==> src/rtl/alu8_pkg.sv <==
package alu8_pkg;

  localparam int OPW    = 5;
  localparam int NFLAG  = 6;

  // flag vector positions
  localparam int FC = 0;
  localparam int FZ = 1;
  localparam int FN = 2;
  localparam int FV = 3;
  localparam int FS = 4;
  localparam int FH = 5;

  typedef enum logic [OPW-1:0] {
    OP_ADD  = 5'd0,
    OP_ADC  = 5'd1,
    OP_SUB  = 5'd2,
    OP_SBC  = 5'd3,
    OP_CMP  = 5'd4,
    OP_CPC  = 5'd5,
    OP_AND  = 5'd6,
    OP_OR   = 5'd7,
    OP_XOR  = 5'd8,
    OP_COM  = 5'd9,
    OP_NEG  = 5'd10,
    OP_INC  = 5'd11,
    OP_DEC  = 5'd12,
    OP_ASR  = 5'd13,
    OP_LSR  = 5'd14,
    OP_ROR  = 5'd15,
    OP_SWAP = 5'd16
  } alu_op_e;

  typedef enum logic [1:0] {
    SRC_NONE,
    SRC_ARITH,
    SRC_LOGIC,
    SRC_SHIFT
  } res_src_e;

  typedef enum logic [1:0] {
    LG_AND,
    LG_OR,
    LG_XOR,
    LG_COM
  } logic_mode_e;

  typedef enum logic [1:0] {
    SH_ASR,
    SH_LSR,
    SH_ROR,
    SH_SWAP
  } shift_mode_e;

  typedef enum logic [1:0] {
    VSRC_ARITH,
    VSRC_CLEAR,
    VSRC_SHIFT
  } vsrc_e;

  // mask constants
  localparam logic [NFLAG-1:0] UPD_ALL   = 6'b11_1111;
  localparam logic [NFLAG-1:0] UPD_SVNZ  = 6'b01_1110;
  localparam logic [NFLAG-1:0] UPD_SVNZC = 6'b01_1111;
  localparam logic [NFLAG-1:0] UPD_NONE  = 6'b00_0000;

endpackage

==> src/rtl/alu8_addsub.sv <==
module alu8_addsub #(
  parameter int WIDTH = 8
) (
  input  logic [WIDTH-1:0] x,
  input  logic [WIDTH-1:0] y,
  input  logic             cin,
  input  logic             sub,
  output logic [WIDTH-1:0] r,
  output logic             half_cy,
  output logic             top_cy,
  output logic             ovf
);
  localparam int MSB = WIDTH - 1;
  localparam int HB  = WIDTH / 2 - 1;

  logic [WIDTH-1:0] cin_ext;
  logic [WIDTH-1:0] cy;

  assign cin_ext = {{(WIDTH-1){1'b0}}, cin};

  always_comb begin
    if (sub) r = x - y - cin_ext;
    else     r = x + y + cin_ext;
  end

  // per-bit carry/borrow out recovered from operand and result bits
  for (genvar k = 0; k < WIDTH; k++) begin : g_cy
    always_comb begin
      if (sub) cy[k] = (~x[k] & y[k]) | (y[k] & r[k]) | (r[k] & ~x[k]);
      else     cy[k] = (x[k] & y[k]) | (y[k] & ~r[k]) | (~r[k] & x[k]);
    end
  end

  assign half_cy = cy[HB];
  assign top_cy  = cy[MSB];

  always_comb begin
    if (sub) ovf = (x[MSB] & ~y[MSB] & ~r[MSB]) | (~x[MSB] & y[MSB] & r[MSB]);
    else     ovf = (x[MSB] & y[MSB] & ~r[MSB]) | (~x[MSB] & ~y[MSB] & r[MSB]);
  end

endmodule

==> src/rtl/alu8_logic.sv <==
module alu8_logic
  import alu8_pkg::*;
#(
  parameter int WIDTH = 8
) (
  input  logic [WIDTH-1:0] x,
  input  logic [WIDTH-1:0] y,
  input  logic_mode_e      mode,
  output logic [WIDTH-1:0] r
);
  always_comb begin
    unique case (mode)
      LG_AND:  r = x & y;
      LG_OR:   r = x | y;
      LG_XOR:  r = x ^ y;
      default: r = ~x;
    endcase
  end
endmodule

==> src/rtl/alu8_shift.sv <==
module alu8_shift
  import alu8_pkg::*;
#(
  parameter int WIDTH = 8
) (
  input  logic [WIDTH-1:0] x,
  input  logic             cin,
  input  shift_mode_e      mode,
  output logic [WIDTH-1:0] r,
  output logic             cout
);
  localparam int MSB  = WIDTH - 1;
  localparam int HALF = WIDTH / 2;

  logic fill;

  always_comb begin
    unique case (mode)
      SH_ASR:  fill = x[MSB];
      SH_ROR:  fill = cin;
      default: fill = 1'b0;
    endcase
  end

  always_comb begin
    if (mode == SH_SWAP) r = {x[HALF-1:0], x[MSB:HALF]};
    else                 r = {fill, x[MSB:1]};
  end

  assign cout = x[0];
endmodule

==> src/rtl/alu8_flagmerge.sv <==
module alu8_flagmerge #(
  parameter int NF = 6
) (
  input  logic [NF-1:0] cur,
  input  logic [NF-1:0] nxt,
  input  logic [NF-1:0] upd,
  output logic [NF-1:0] merged
);
  for (genvar i = 0; i < NF; i++) begin : g_bit
    assign merged[i] = upd[i] ? nxt[i] : cur[i];
  end
endmodule

==> src/rtl/alu8_core.sv <==
module alu8_core
  import alu8_pkg::*;
#(
  parameter int WIDTH = 8
) (
  input  logic [WIDTH-1:0] op_a,
  input  logic [WIDTH-1:0] op_b,
  input  logic [OPW-1:0]   op_sel,
  input  logic [NFLAG-1:0] flg_in,
  output logic [WIDTH-1:0] res,
  output logic             res_we,
  output logic [NFLAG-1:0] flg_out,
  output logic [NFLAG-1:0] flg_upd
);
  localparam int MSB = WIDTH - 1;
  localparam logic [WIDTH-1:0] ZERO = '0;
  localparam logic [WIDTH-1:0] ONE  = {{(WIDTH-1){1'b0}}, 1'b1};

  // decode controls
  logic [WIDTH-1:0] as_x, as_y;
  logic             as_cin, as_sub;
  logic_mode_e      lg_mode;
  shift_mode_e      sh_mode;
  res_src_e         src;
  vsrc_e            vsrc;
  logic             z_sticky, c_force, neg_h;

  // unit outputs
  logic [WIDTH-1:0] as_r, lg_r, sh_r;
  logic             as_h, as_c, as_v, sh_c;

  logic [NFLAG-1:0] nf;

  always_comb begin
    as_x     = op_a;
    as_y     = op_b;
    as_cin   = 1'b0;
    as_sub   = 1'b0;
    lg_mode  = LG_AND;
    sh_mode  = SH_LSR;
    src      = SRC_NONE;
    vsrc     = VSRC_ARITH;
    z_sticky = 1'b0;
    c_force  = 1'b0;
    neg_h    = 1'b0;
    res_we   = 1'b0;
    flg_upd  = UPD_NONE;
    case (op_sel)
      OP_ADD, OP_ADC: begin
        as_cin  = (op_sel == OP_ADC) & flg_in[FC];
        src     = SRC_ARITH;
        res_we  = 1'b1;
        flg_upd = UPD_ALL;
      end
      OP_SUB, OP_SBC, OP_CMP, OP_CPC: begin
        as_sub   = 1'b1;
        as_cin   = ((op_sel == OP_SBC) | (op_sel == OP_CPC)) & flg_in[FC];
        z_sticky = (op_sel == OP_SBC) | (op_sel == OP_CPC);
        src      = SRC_ARITH;
        res_we   = (op_sel == OP_SUB) | (op_sel == OP_SBC);
        flg_upd  = UPD_ALL;
      end
      OP_AND, OP_OR, OP_XOR: begin
        lg_mode = (op_sel == OP_AND) ? LG_AND :
                  (op_sel == OP_OR)  ? LG_OR  : LG_XOR;
        src     = SRC_LOGIC;
        vsrc    = VSRC_CLEAR;
        res_we  = 1'b1;
        flg_upd = UPD_SVNZ;
      end
      OP_COM: begin
        lg_mode = LG_COM;
        src     = SRC_LOGIC;
        vsrc    = VSRC_CLEAR;
        c_force = 1'b1;
        res_we  = 1'b1;
        flg_upd = UPD_SVNZC;
      end
      OP_NEG: begin
        as_x    = ZERO;
        as_y    = op_a;
        as_sub  = 1'b1;
        neg_h   = 1'b1;
        src     = SRC_ARITH;
        res_we  = 1'b1;
        flg_upd = UPD_ALL;
      end
      OP_INC, OP_DEC: begin
        as_y    = ONE;
        as_sub  = (op_sel == OP_DEC);
        src     = SRC_ARITH;
        res_we  = 1'b1;
        flg_upd = UPD_SVNZ;
      end
      OP_ASR, OP_LSR, OP_ROR: begin
        sh_mode = (op_sel == OP_ASR) ? SH_ASR :
                  (op_sel == OP_LSR) ? SH_LSR : SH_ROR;
        src     = SRC_SHIFT;
        vsrc    = VSRC_SHIFT;
        res_we  = 1'b1;
        flg_upd = UPD_SVNZC;
      end
      OP_SWAP: begin
        sh_mode = SH_SWAP;
        src     = SRC_SHIFT;
        res_we  = 1'b1;
        flg_upd = UPD_NONE;
      end
      default: ;
    endcase
  end

  alu8_addsub #(.WIDTH(WIDTH)) u_addsub (
    .x       (as_x),
    .y       (as_y),
    .cin     (as_cin),
    .sub     (as_sub),
    .r       (as_r),
    .half_cy (as_h),
    .top_cy  (as_c),
    .ovf     (as_v)
  );

  alu8_logic #(.WIDTH(WIDTH)) u_logic (
    .x    (op_a),
    .y    (op_b),
    .mode (lg_mode),
    .r    (lg_r)
  );

  alu8_shift #(.WIDTH(WIDTH)) u_shift (
    .x    (op_a),
    .cin  (flg_in[FC]),
    .mode (sh_mode),
    .r    (sh_r),
    .cout (sh_c)
  );

  always_comb begin
    unique case (src)
      SRC_ARITH: res = as_r;
      SRC_LOGIC: res = lg_r;
      SRC_SHIFT: res = sh_r;
      default:   res = ZERO;
    endcase
  end

  // candidate flag values; the mask decides which ones land
  always_comb begin
    nf     = '0;
    nf[FN] = res[MSB];
    nf[FZ] = (res == ZERO) & (~z_sticky | flg_in[FZ]);
    unique case (vsrc)
      VSRC_ARITH: nf[FV] = as_v;
      VSRC_SHIFT: nf[FV] = res[MSB] ^ sh_c;
      default:    nf[FV] = 1'b0;
    endcase
    nf[FS] = nf[FN] ^ nf[FV];
    nf[FH] = neg_h ? (as_r[3] | op_a[3]) : as_h;
    if (c_force)               nf[FC] = 1'b1;
    else if (src == SRC_SHIFT) nf[FC] = sh_c;
    else                       nf[FC] = as_c;
  end

  alu8_flagmerge #(.NF(NFLAG)) u_merge (
    .cur    (flg_in),
    .nxt    (nf),
    .upd    (flg_upd),
    .merged (flg_out)
  );

endmodule

==> config.mk <==
export PLATFORM = sky130hd
export DESIGN_NAME = alu8_core
export DESIGN_NICKNAME = d
export VERILOG_FILES = /design/src/rtl/alu8_pkg.sv /design/src/rtl/alu8_addsub.sv /design/src/rtl/alu8_logic.sv /design/src/rtl/alu8_shift.sv /design/src/rtl/alu8_flagmerge.sv /design/src/rtl/alu8_core.sv
export SDC_FILE = /design/constraint.sdc
export NUM_CORES = 1
export LEC_CHECK = 0
export ABC_AREA = 1
export CAP_MARGIN = 40
export CORE_MARGIN = 4
export CORE_UTILIZATION = 60
export DETAILED_ROUTE_END_ITERATION = 8
export DONT_BUFFER_PORTS = 1
export GPL_ROUTABILITY_DRIVEN = 0
export PLACE_DENSITY = 0.84
export REMOVE_ABC_BUFFERS = 1
export SETUP_SLACK_MARGIN = 0.02
export SYNTH_ARGS = -nofsm -noshare
export SYNTH_HDL_FRONTEND = slang
export SYNTH_HIERARCHICAL = 1
export SYNTH_SLANG_ARGS = --single-unit
==> constraint.sdc <==
create_clock -name vclk -period 3.4
set_input_delay 0.51 -clock vclk [all_inputs]
set_output_delay 0.51 -clock vclk [all_outputs]
set_load 0.03 [all_outputs]
==> results_dict.tcl <==
set metrics [dict create \
    routed-via-count 4011 \
    grt_setup_unrepaired "yes" \
    dpl.cell_count 594 \
    worstHoldPathCells 2 \
    die_area_um2 5660 \
    setup.worst_path.class "input port to output pin" \
    worstPathArrival_ns 3.54 \
    drt-total-wl_mm 12.9 \
    final_layout_size_suffix_gt1_share_pct 38.4 \
    initial_utilization_pct 62.3 \
    num_antenna_cells 0 \
    drt_iter0_drc 614 \
    critical_path.endpoint_type "output pin" \
    synth_area_per_cell_um2 5.55 \
    fin_cells 607 \
    io-pin-count 48 \
    global_route.overflow_total 0 \
    drt-pass1-iter-count 9 \
    post_synth_fa_ha_maj_area_fraction_pct 20.5 \
    track_usage_pct 35.5 \
    final.period_utilization_pct 119 \
    most-common-layout-cells "sky130_fd_sc_hd__nand2_1 (122), sky130_fd_sc_hd__inv_1 (90), sky130_fd_sc_hd__buf_4 (72)" \
    yosys-mux-area-fraction_pct 0.369 \
    peakVddDrop_mv 0.147 \
    die_y_um 75.3 \
    worstSetupStartpointType "input port" \
    synthesis.instances 489 \
    hpwlAfterDp_mm 6.54 \
    critical_path.max_fanout 7 \
    fin_util_pct 87.8 \
    drt-wirelength-per-cell_um 21.2 \
    fraction_of_the_yosys_area_taken_by_sequential_cells_pct 0 \
    first_global_vias 3581 \
    run_status "finished, violations left" \
    p_per_area_nw_per_um2 238 \
    timing.max_cap.violations 0 \
    violated_checks "setup timing" \
    synth_compound_area_share_pct 9.22 \
    fillCellCount 213 \
    detailed_route_drc_error_count 0 \
    detail-route-antenna-nets 0 \
    timing.hold.worst.class "input port to output pin" \
    final_period_minus_worst_setup_slack_ns 4.05 \
    report.final.setup_viol 12 \
    timing_worst_slew_pin_value_ns 0.469 \
    timing.final.max_slew_violations 0 \
    finalHoldViolCount 0 \
    n_sequential_cell 0 \
    area_growth_syn_to_layout_pct 40.9 \
    port-buffer-count 0 \
    maximum_achievable_frequency_ghz 0.247 \
    antenna_violations_before_repair 0 \
    pin_count_of_the_biggest_net_entering_global_routing 14 \
    design.core.area_um2 4350 \
    leak_nw 2.07 \
    die_w_um 75.3 \
    cp_required_ns 2.89 \
    max-slew-margin-rel_pct 68.6 \
    num-clock-buffers 0 \
    synth_xor_area_share_pct 1.24 \
    std_cell_rows 24 \
    ys_types 39 \
    num-nets-final 626 \
    postCtsHoldBufs 0 \
    via_per_inst 6.61 \
    most_common_cell_after_layout_fill_and_taps_aside "sky130_fd_sc_hd__nand2_1" \
    grt_pass1_wl_mm 15.9 \
    register_area_um2 0 \
    post_synth_and_or_nand_nor_area_fraction_pct 46.9 \
    syn-cell-area_um2 2710 \
    main_combinational_cell_family_by_area_after_synthesis "simple AND/OR/NAND/NOR gates" \
    yosysWarnings 6 \
    worst_slack_ns -0.647 \
]
## cells by family after synthesis
group,after synthesis
AND/OR/NAND/NOR,274
buffers and inverters,128
adder cells (fa/ha/maj),42
AO/OA/AOI/OAI,41
XOR/XNOR,3
multiplexers,1
## area by class of cell
class | count | area (um2) | area share [%]
Inverter | 112 | 468 | 12.2
Timing Repair Buffer | 82 | 678 | 17.7
Multi-Input combinational cell | 361 | 2610 | 68.3
Tap cell | 52 | 65.1 | 1.70
## critical path, stage by stage
cell	delay (ns)
sky130_fd_sc_hd__inv_12	0.02
sky130_fd_sc_hd__nor2_4	0.13
sky130_fd_sc_hd__buf_6	0.12
sky130_fd_sc_hd__nand3_4	0.10
sky130_fd_sc_hd__nand3_4	0.17
sky130_fd_sc_hd__buf_4	0.14
sky130_fd_sc_hd__o22ai_1	0.10
sky130_fd_sc_hd__buf_4	0.18
sky130_fd_sc_hd__ha_1	0.28
sky130_fd_sc_hd__nand2_1	0.08
sky130_fd_sc_hd__nand2_1	0.16
sky130_fd_sc_hd__nand2_1	0.10
sky130_fd_sc_hd__o21bai_1	0.24
sky130_fd_sc_hd__a21oi_1	0.13
sky130_fd_sc_hd__o21ai_0	0.13
sky130_fd_sc_hd__nand2_1	0.09
sky130_fd_sc_hd__nand2_1	0.09
sky130_fd_sc_hd__nand2_2	0.08
sky130_fd_sc_hd__nor2_1	0.17
sky130_fd_sc_hd__nand3_1	0.14
sky130_fd_sc_hd__nor2_2	0.11
sky130_fd_sc_hd__nand2_1	0.11
sky130_fd_sc_hd__nand2_4	0.15
## routing by layer
metal,vias to the layer above,wire [um],global-route usage (%)
met5,-,0,0
met4,0,1190,17.3
met3,164,1780,6.54
met2,429,5730,62.9
met1,1774,4190,40.6
li1,1644,-,-
## worst paths after layout
path | start | to | slack [ns]
setup / recovery | op_sel[3] | flg_out[1] | -0.65
hold / removal | flg_in[1] | flg_out[1] | 1.21
## synthesized netlist by cell type
cell type / instances / share of area (%)
sky130_fd_sc_hd__xor2_1: 1 / 0.32
sky130_fd_sc_hd__a21oi_1: 11 / 2.0
sky130_fd_sc_hd__buf_4: 5 / 1.4
sky130_fd_sc_hd__clkbuf_1: 1 / 0.14
sky130_fd_sc_hd__nand2_1: 145 / 20
sky130_fd_sc_hd__xor2_2: 1 / 0.60
sky130_fd_sc_hd__nand2_4: 1 / 0.41
sky130_fd_sc_hd__nand2_2: 10 / 2.3
sky130_fd_sc_hd__nand3_2: 7 / 2.6
sky130_fd_sc_hd__a21oi_2: 1 / 0.32
sky130_fd_sc_hd__o21ai_2: 1 / 0.32
sky130_fd_sc_hd__o22ai_1: 8 / 1.8
sky130_fd_sc_hd__nor2_4: 4 / 1.7
sky130_fd_sc_hd__o21ai_0: 7 / 1.3
sky130_fd_sc_hd__inv_8: 1 / 0.41
sky130_fd_sc_hd__ha_1: 38 / 18
sky130_fd_sc_hd__buf_6: 7 / 2.9
sky130_fd_sc_hd__o21bai_1: 1 / 0.28
sky130_fd_sc_hd__clkinv_1: 1 / 0.14
sky130_fd_sc_hd__fa_1: 4 / 3.0
sky130_fd_sc_hd__a31o_2: 1 / 0.32
sky130_fd_sc_hd__nand4_4: 1 / 0.78
sky130_fd_sc_hd__clkbuf_8: 2 / 1.0
sky130_fd_sc_hd__mux2i_1: 1 / 0.37
sky130_fd_sc_hd__nand3b_1: 2 / 0.55
sky130_fd_sc_hd__inv_2: 11 / 1.5
sky130_fd_sc_hd__nor2_1: 37 / 5.1
sky130_fd_sc_hd__nor3_1: 3 / 0.55
sky130_fd_sc_hd__xnor2_1: 1 / 0.32
sky130_fd_sc_hd__o21ai_1: 5 / 0.92
sky130_fd_sc_hd__o211ai_1: 3 / 0.83
sky130_fd_sc_hd__a31oi_1: 2 / 0.46
sky130_fd_sc_hd__buf_8: 1 / 0.55
sky130_fd_sc_hd__nand3_1: 51 / 9.4
sky130_fd_sc_hd__nor2_8: 1 / 0.74
sky130_fd_sc_hd__nor2_2: 2 / 0.46
sky130_fd_sc_hd__nand4_1: 10 / 2.3
sky130_fd_sc_hd__inv_1: 99 / 14
sky130_fd_sc_hd__a21oi_4: 1 / 0.60
## where the power goes
part           switching (mW)  leakage (nW)  internal [mW]
Clock                       0             0              0
Sequential                  0             0              0
Combinational           0.557          2.07          0.351
## metrics by stage
step	instance area, um2	setup TNS [ns]	worst slack [ns]	total power [mW]	hold slack (ns)
2_1_floorplan	2550	-9.34	-1.14	0.420	1.24
3_3_place_gp	3160	-2.11	-0.453	0.604	1.25
5_1_grt	3820	-4.93	-0.699	0.952	1.22
6_report	3820	-3.86	-0.647	0.909	1.21
4_1_cts	3560	-1.13	-0.232	0.718	1.20
3_5_place_dp	3160	-2.82	-0.535	0.627	1.25
## timing repair
action | in CTS | in global routing
pin swaps | 41 | 27
resized for setup | 90 | 51
endpoints found under the hold margin | 0 | 0
setup buffers | 8 | 6
setup endpoints to repair | 10 | 12
(Power assumes the default switching activity.)
